[src/rtl/ptx_pkg.sv]
package ptx_pkg;
    typedef enum logic [2:0] {
        ST_IDLE        = 3'd0,
        ST_PTE_READ    = 3'd1,
        ST_PTE_WAIT    = 3'd2,
        ST_DATA_ACCESS = 3'd3,
        ST_FAULT       = 3'd4
    } ptx_state_e;
endpackage

[src/rtl/ptx_base_reg.sv]
module ptx_base_reg #(
    parameter int PA_W = 14
) (
    input  logic            clk,
    input  logic            rst_n,
    input  logic            idle,
    input  logic            wr_en,
    input  logic [PA_W-1:0] wr_data,
    output logic [PA_W-1:0] base
);
    always_ff @(posedge clk) begin
        if (!rst_n)
            base <= '0;
        else if (wr_en && idle)
            base <= wr_data;
    end

    // the base register holds while a translation is in flight
    p_base_hold_r7: assert property (@(posedge clk) disable iff (!rst_n)
        !idle |=> $stable(base));
endmodule

[src/rtl/ptx_addr_split.sv]
module ptx_addr_split #(
    parameter int VPN_W = 6,
    parameter int OFF_W = 9,
    parameter int PA_W  = 14
) (
    input  logic [VPN_W+OFF_W-1:0] vaddr,
    input  logic [PA_W-1:0]        base,
    output logic [OFF_W-1:0]       offset,
    output logic [PA_W-1:0]        pte_addr
);
    logic [VPN_W-1:0] vpn;

    always_comb begin
        vpn      = vaddr[VPN_W+OFF_W-1:OFF_W];
        offset   = vaddr[OFF_W-1:0];
        pte_addr = base + PA_W'(vpn);
    end
endmodule

[src/rtl/ptx_pte_decode.sv]
module ptx_pte_decode #(
    parameter int FRAME_W = 5
) (
    input  logic               flag_bit,
    input  logic [FRAME_W-1:0] frame_bits,
    output logic               pte_valid,
    output logic [FRAME_W-1:0] pte_frame
);
    always_comb begin
        pte_valid = flag_bit;
        pte_frame = frame_bits;
    end
endmodule

[src/rtl/ptx_fsm.sv]
module ptx_fsm
    import ptx_pkg::*;
#(
    parameter int OFF_W   = 9,
    parameter int FRAME_W = 5,
    parameter int DATA_W  = 16,
    localparam int PA_W   = FRAME_W + OFF_W
) (
    input  logic               clk,
    input  logic               rst_n,
    input  logic               req_valid,
    output logic               req_ready,
    input  logic               req_write,
    input  logic [DATA_W-1:0]  req_wdata,
    input  logic [OFF_W-1:0]   req_offset,
    input  logic [PA_W-1:0]    pte_addr_in,
    input  logic               pte_valid,
    input  logic [FRAME_W-1:0] pte_frame,
    output logic               mem_req,
    input  logic               mem_gnt,
    output logic [PA_W-1:0]    mem_addr,
    output logic               mem_we,
    output logic [DATA_W-1:0]  mem_wdata,
    input  logic               mem_rvalid,
    input  logic [DATA_W-1:0]  mem_rdata,
    output logic               rsp_valid,
    output logic               rsp_fault,
    output logic [DATA_W-1:0]  rsp_rdata,
    output logic [PA_W-1:0]    rsp_paddr
);
    ptx_state_e state, state_nx;

    logic [PA_W-1:0]    pte_addr_q;
    logic [OFF_W-1:0]   offset_q;
    logic [FRAME_W-1:0] frame_q;
    logic               write_q;
    logic [DATA_W-1:0]  wdata_q;
    logic               issued_q;
    logic [PA_W-1:0]    phys_addr;

    assign phys_addr = {frame_q, offset_q};

    // state register
    always_ff @(posedge clk) begin
        if (!rst_n) state <= ST_IDLE;
        else        state <= state_nx;
    end

    // next state and outputs
    always_comb begin
        state_nx  = state;
        req_ready = 1'b0;
        mem_req   = 1'b0;
        mem_addr  = pte_addr_q;
        mem_we    = 1'b0;
        mem_wdata = wdata_q;
        unique case (state)
            ST_IDLE: begin
                req_ready = 1'b1;
                if (req_valid) state_nx = ST_PTE_READ;
            end
            ST_PTE_READ: begin
                mem_req = 1'b1;
                if (mem_gnt) state_nx = ST_PTE_WAIT;
            end
            ST_PTE_WAIT: begin
                if (mem_rvalid)
                    state_nx = pte_valid ? ST_DATA_ACCESS : ST_FAULT;
            end
            ST_DATA_ACCESS: begin
                mem_addr = phys_addr;
                mem_req  = !issued_q;
                mem_we   = write_q;
                if (issued_q && mem_rvalid) state_nx = ST_IDLE;
            end
            ST_FAULT: state_nx = ST_IDLE;
            default:  state_nx = ST_IDLE;
        endcase
    end

    // captured request fields and registered response
    always_ff @(posedge clk) begin
        if (!rst_n) begin
            pte_addr_q <= '0;
            offset_q   <= '0;
            frame_q    <= '0;
            write_q    <= 1'b0;
            wdata_q    <= '0;
            issued_q   <= 1'b0;
            rsp_valid  <= 1'b0;
            rsp_fault  <= 1'b0;
            rsp_rdata  <= '0;
            rsp_paddr  <= '0;
        end else begin
            rsp_valid <= 1'b0;
            unique case (state)
                ST_IDLE: begin
                    if (req_valid) begin
                        pte_addr_q <= pte_addr_in;
                        offset_q   <= req_offset;
                        write_q    <= req_write;
                        wdata_q    <= req_wdata;
                    end
                end
                ST_PTE_READ: ;
                ST_PTE_WAIT: begin
                    if (mem_rvalid) begin
                        frame_q  <= pte_frame;
                        issued_q <= 1'b0;
                    end
                end
                ST_DATA_ACCESS: begin
                    if (!issued_q && mem_gnt) issued_q <= 1'b1;
                    if (issued_q && mem_rvalid) begin
                        rsp_valid <= 1'b1;
                        rsp_fault <= 1'b0;
                        rsp_rdata <= mem_rdata;
                        rsp_paddr <= phys_addr;
                    end
                end
                ST_FAULT: begin
                    rsp_valid <= 1'b1;
                    rsp_fault <= 1'b1;
                    rsp_rdata <= '0;
                    rsp_paddr <= '0;
                end
                default: ;
            endcase
        end
    end

    // an accepted request opens with the entry read at the split address
    p_pte_addr_r2: assert property (@(posedge clk) disable iff (!rst_n)
        req_valid && req_ready |=> mem_req && !mem_we && mem_addr == $past(pte_addr_in));

    // the data access targets the frame taken from the returned entry
    p_data_frame_r3: assert property (@(posedge clk) disable iff (!rst_n)
        state == ST_PTE_WAIT && mem_rvalid && pte_valid
        |=> mem_req && mem_addr[PA_W-1 -: FRAME_W] == $past(pte_frame));

    // an invalid entry gives a fault and no data access
    p_fault_no_data_r5: assert property (@(posedge clk) disable iff (!rst_n)
        state == ST_PTE_WAIT && mem_rvalid && !pte_valid
        |=> !mem_req ##1 (rsp_valid && rsp_fault && !mem_req));

    // a request that has not been granted is held unchanged
    p_req_hold_r8: assert property (@(posedge clk) disable iff (!rst_n)
        mem_req && !mem_gnt |=> mem_req && $stable(mem_addr) && $stable(mem_we));

    // the response is a single-cycle pulse
    p_rsp_pulse_r9: assert property (@(posedge clk) disable iff (!rst_n)
        rsp_valid |=> !rsp_valid);

    // an accepted request makes the translator busy
    p_busy_after_accept_r6: assert property (@(posedge clk) disable iff (!rst_n)
        req_valid && req_ready |=> !req_ready);
endmodule

[src/rtl/ptx_translator.sv]
module ptx_translator #(
    parameter int VPN_W   = 6,
    parameter int OFF_W   = 9,
    parameter int FRAME_W = 5,
    parameter int DATA_W  = 16,
    localparam int PA_W   = FRAME_W + OFF_W,
    localparam int VA_W   = VPN_W + OFF_W
) (
    input  logic              clk,
    input  logic              rst_n,
    input  logic              base_we,
    input  logic [PA_W-1:0]   base_wdata,
    input  logic              req_valid,
    output logic              req_ready,
    input  logic [VA_W-1:0]   req_vaddr,
    input  logic              req_write,
    input  logic [DATA_W-1:0] req_wdata,
    output logic              mem_req,
    input  logic              mem_gnt,
    output logic [PA_W-1:0]   mem_addr,
    output logic              mem_we,
    output logic [DATA_W-1:0] mem_wdata,
    input  logic              mem_rvalid,
    input  logic [DATA_W-1:0] mem_rdata,
    output logic              rsp_valid,
    output logic              rsp_fault,
    output logic [DATA_W-1:0] rsp_rdata,
    output logic [PA_W-1:0]   rsp_paddr
);
    logic [PA_W-1:0]    base;
    logic [OFF_W-1:0]   offset;
    logic [PA_W-1:0]    pte_addr;
    logic               pte_valid;
    logic [FRAME_W-1:0] pte_frame;

    ptx_base_reg #(.PA_W(PA_W)) u_base (
        .clk     (clk),
        .rst_n   (rst_n),
        .idle    (req_ready),
        .wr_en   (base_we),
        .wr_data (base_wdata),
        .base    (base)
    );

    ptx_addr_split #(.VPN_W(VPN_W), .OFF_W(OFF_W), .PA_W(PA_W)) u_split (
        .vaddr    (req_vaddr),
        .base     (base),
        .offset   (offset),
        .pte_addr (pte_addr)
    );

    ptx_pte_decode #(.FRAME_W(FRAME_W)) u_pte (
        .flag_bit   (mem_rdata[DATA_W-1]),
        .frame_bits (mem_rdata[FRAME_W-1:0]),
        .pte_valid  (pte_valid),
        .pte_frame  (pte_frame)
    );

    ptx_fsm #(.OFF_W(OFF_W), .FRAME_W(FRAME_W), .DATA_W(DATA_W)) u_fsm (
        .clk         (clk),
        .rst_n       (rst_n),
        .req_valid   (req_valid),
        .req_ready   (req_ready),
        .req_write   (req_write),
        .req_wdata   (req_wdata),
        .req_offset  (offset),
        .pte_addr_in (pte_addr),
        .pte_valid   (pte_valid),
        .pte_frame   (pte_frame),
        .mem_req     (mem_req),
        .mem_gnt     (mem_gnt),
        .mem_addr    (mem_addr),
        .mem_we      (mem_we),
        .mem_wdata   (mem_wdata),
        .mem_rvalid  (mem_rvalid),
        .mem_rdata   (mem_rdata),
        .rsp_valid   (rsp_valid),
        .rsp_fault   (rsp_fault),
        .rsp_rdata   (rsp_rdata),
        .rsp_paddr   (rsp_paddr)
    );
endmodule

[config.mk]
export PLATFORM = sky130hd
export DESIGN_NAME = ptx_translator
export DESIGN_NICKNAME = d
export VERILOG_FILES = /design/src/rtl/ptx_pkg.sv /design/src/rtl/ptx_base_reg.sv /design/src/rtl/ptx_addr_split.sv /design/src/rtl/ptx_pte_decode.sv /design/src/rtl/ptx_fsm.sv /design/src/rtl/ptx_translator.sv
export SDC_FILE = /design/constraint.sdc
export NUM_CORES = 1
export LEC_CHECK = 0
export CAP_MARGIN = 40
export CORE_ASPECT_RATIO = 1.1
export CORE_MARGIN = 3
export CORE_UTILIZATION = 46
export CTS_CLUSTER_SIZE = 10
export DETAILED_ROUTE_END_ITERATION = 8
export GPL_ROUTABILITY_DRIVEN = 0
export PLACE_DENSITY = 0.8
export SLEW_MARGIN = 20
export SYNTH_ARGS = -nofsm -noshare
export SYNTH_HDL_FRONTEND = slang
export SYNTH_SLANG_ARGS = --single-unit
export TNS_END_PERCENT = 10
[constraint.sdc]
create_clock -name clk -period 2 [get_ports clk]
set_input_delay 0.3 -clock clk [delete_from_list [all_inputs] [get_ports clk]]
set_output_delay 0.3 -clock clk [all_outputs]
set_load 0.005 [all_outputs]
==> results.cfg <==
[global_routing]
gr-total-overflow = 0
grt_pass1_wl_mm = 16.4
antenna_found_initial = 0
grt_max_degree = 32
first_global_vias = 3629
grtUsageTotal = 0.210

[cells_and_area]
stdcell_area_um2 = 5770
diodes = 0
num-fill-cells = 691
nets = 704
syn_to_final_growth_pct = 45.1
multi_input_area_um2 = 1930
ff_latch_area_um2 = 1900
fin_util = 0.706
drive_gt1_frac = 0.114

[clock_network]
clkTransAtPathRegs_ns = 0.09
cts_root_buffer = clkbuf_8
clk_latency_ns = 0.36
clockBufferDepth = 2
clock-sinks = 95
cts-htree-levels = 3
cts_tree = done
hold_buffers = 0
cts_buffers = 9

[sta]
tightest_slew_ns = 0.566
max_slew_margin = 0.623
hold_violations = 0
finalSetupTns_ns = 0
max_freq_mhz = 509
rsz0062_at_grt = yes
setup_viol = 0
setup_slack_ns = 0.0340
finClkSkew_ns = 0.00727
drv_slew = 0
period_share = 0.983
finalCriticalPeriod_ns = 1.97

[floorplan]
ios = 133
row_count = 34
fp.dieH_um = 103
die_w_um = 94.6
coreArea_um2 = 8170
start_util = 0.487
die_area_um2 = 9790

[routing]
drc = 0
vias_per_cell = 5.18
wirelength_mm = 10.3
wl_per_cell_um = 13.9
firstDrtPassIters = 4
ant_nets = 0
drtIter0Drc = 119
num_vias = 3842

[pwr]
seq_power_share = 0.487
ir_drop_uv = 432
netSwitchingPower_mw = 1.20
p_int_mw = 3.14
p_leak_nw = 2.17
power_density_nw_per_um2 = 753
clockPowerShare = 0.296
swShare = 0.277
p_comb_frac = 0.218

[worst_setup_path]
crit_buf_inv = 1
r2r_start = u_base.base[0]$_SDFFE_PN0P_
r2r-end = u_fsm.pte_addr_q[12]$_SDFFE_PN0P_
worstSetupEndpointType = flip-flop
critPathMaxStageDelay_ns = 0.48
criticalPathCategory = input port to flip-flop
cp-start-kind = input port
cp_data_arrival_time_ns = 2.23
critPathMaxFanout = 6
rr_worst_depth = 6
critPathRequiredTime_ns = 2.27
cp_top_family = compound AO/OA/AOI/OAI gates
r2r_slack_ns = 0.08
cpMaxStageDelayCell = or4_1
crit_chain = clkdlybuf4s50_1 > ha_2 > fa_2 > a21oi_1 > o21a_1 > or4_1 > a311oi_1

[min_path]
min_path_type = flip-flop to flip-flop
hold_path_startpoint = u_fsm.rsp_rdata[6]$_SDFFE_PN0P_
holdPathEnd = u_fsm.rsp_rdata[6]$_SDFFE_PN0P_
min_path_cells = 2

[yosys]
synth_cell_type_count = 43
synth_warnings = 0
synth.avg_cell_area_um2 = 8.11
yosys_most_used_dff = dfxtp_1
synth_edf_count = 0
synth_async_sr_flop_share = 0
netlist_instances = 490
yosysSeqAreaShare = 0.479
syn_nets = 565
ys_ff_latch = 95
syn-cell-area_um2 = 3970

[flow_run]
max-cap-violations = 0

[placement]
port_buffers = 132
placed_area_um2 = 5550
hpwl_mm = 7.69
pre_cts_ws_ns = -0.370

[run_status]
status = complete, no violations
how the worst max path moves through the flow:
stage,startpoint,depth (start not counted),slack [ns],end
after global placement,req_vaddr[9],7,-0.28,u_fsm.pte_addr_q[12]$_SDFFE_PN0P_
after CTS,req_vaddr[9],7,0.008,u_fsm.pte_addr_q[12]$_SDFFE_PN0P_
after floorplan,u_base.base[0]$_SDFFE_PN0P_,6,0.19,u_fsm.pte_addr_q[12]$_SDFFE_PN0P_
after global routing,req_vaddr[9],7,-0.03,u_fsm.pte_addr_q[12]$_SDFFE_PN0P_
after detailed placement,req_vaddr[9],7,-0.37,u_fsm.pte_addr_q[12]$_SDFFE_PN0P_
final,req_vaddr[9],7,0.03,u_fsm.pte_addr_q[12]$_SDFFE_PN0P_
registers in the layout, summed over array words and instances, names as in the netlist, 3 cells and up:
signal,count
u_fsm.state,3
u_fsm.rsp_rdata,16
u_fsm.offset_q,9
u_fsm.pte_addr_q,14
u_fsm.frame_q,5
u_fsm.rsp_paddr,14
u_fsm.mem_wdata,16
u_base.base,14
worst min-delay path: stages (launching register included):
cell	delay, ns
dfxtp_1	0.32
nand2_1	0.05
a21oi_1	0.05
synthesized netlist by cell type (4+ instances only):
cell type  instances  share of area
a211oi_1           4         0.0076
a21oi_1           82           0.10
a31oi_1            4         0.0063
buf_2             10          0.013
clkbuf_1          23          0.022
dfxtp_1           95           0.48
ha_1               6          0.019
inv_1              6         0.0057
mux2_2            14          0.040
mux2i_1            7          0.018
nand2_1          128           0.12
nand3_1           32          0.040
nor2_1            16          0.015
o21ai_0           17          0.021
cell families after synthesis:
group | synth area share
xor gates and xnor gates | 0.00882
AOI/OAI and AO/OA | 0.167
and+or+nand+nor | 0.224
DFF | 0.479
adders and majority gates | 0.0239
buffers and inverters | 0.0409
muxes | 0.0573
power groups by stage:
stage	combinational (mW)	clock (mW)	sequential, mW
after floorplan	0.482	0	2.14
after global placement	0.955	0	2.15
after detailed placement	0.971	0	2.16
after CTS	0.948	1.31	2.11
after global routing	1.05	1.38	2.13
final	0.946	1.28	2.11
repair_timing:
action | CTS | global route
buffers inserted | 0 | 0
resized for setup | 17 | 10
pin swaps | 0 | 2
endpoints found under the setup margin | 15 | 19
cell type report:
type | count | share of cell area
Multi-Input combinational cell | 355 | 0.335
Sequential cell | 95 | 0.330
Timing Repair Buffer | 161 | 0.271
Clock buffer | 10 | 0.0239
Tap cell | 108 | 0.0234
Clock inverter | 6 | 0.0119
Inverter | 7 | 0.00456
layer usage:
metal	share of wire	vias up	routed length (um)	global-route usage
li1	-	1955	-	-
met1	0.41	1768	4290	0.249
met2	0.51	108	5250	0.379
met3	0.065	11	669	0.0441
met4	0.013	0	134	0.0644
met5	0	-	0	0
through the flow:
stage / hold slack (ns) / power (mW) / cells
2_1_floorplan: 0.433 / 2.62 / 490
3_3_place_gp: 0.442 / 3.10 / 726
3_5_place_dp: 0.449 / 3.13 / 726
4_1_cts: 0.462 / 4.37 / 742
5_1_grt: 0.466 / 4.56 / 742
6_report: 0.459 / 4.34 / 742
cells in the final DEF (no fill, tap or decap), types with 2 or more instances in the layout:
cell type	Yosys	final
buf_12	0	2
ha_1	6	5
xor2_1	2	2
nand3b_1	2	2
inv_1	6	6
nand2b_1	2	2
nand3_1	32	32
a31oi_1	4	4
or3_2	2	2
buf_6	0	2
dlymetal6s2s_1	0	2
nor3_1	3	2
mux2_2	14	14
a21oi_1	82	82
nand4_1	2	2
clkdlybuf4s50_1	0	115
dlygate4sd2_1	0	12
nand2_1	128	128
a311oi_1	3	2
buf_4	0	25
clkdlybuf4s15_1	0	3
nor2_1	16	15
nand4b_1	3	3
clkinv_4	0	2
mux2i_1	7	7
or3_1	3	3
clkbuf_8	0	10
a211oi_1	4	4
a21o_1	2	2
o21ai_0	17	17
o21a_1	2	2
dfxtp_1	95	94
xnor2_1	2	2
No activity file was read; power rests on OpenSTA's default activity.
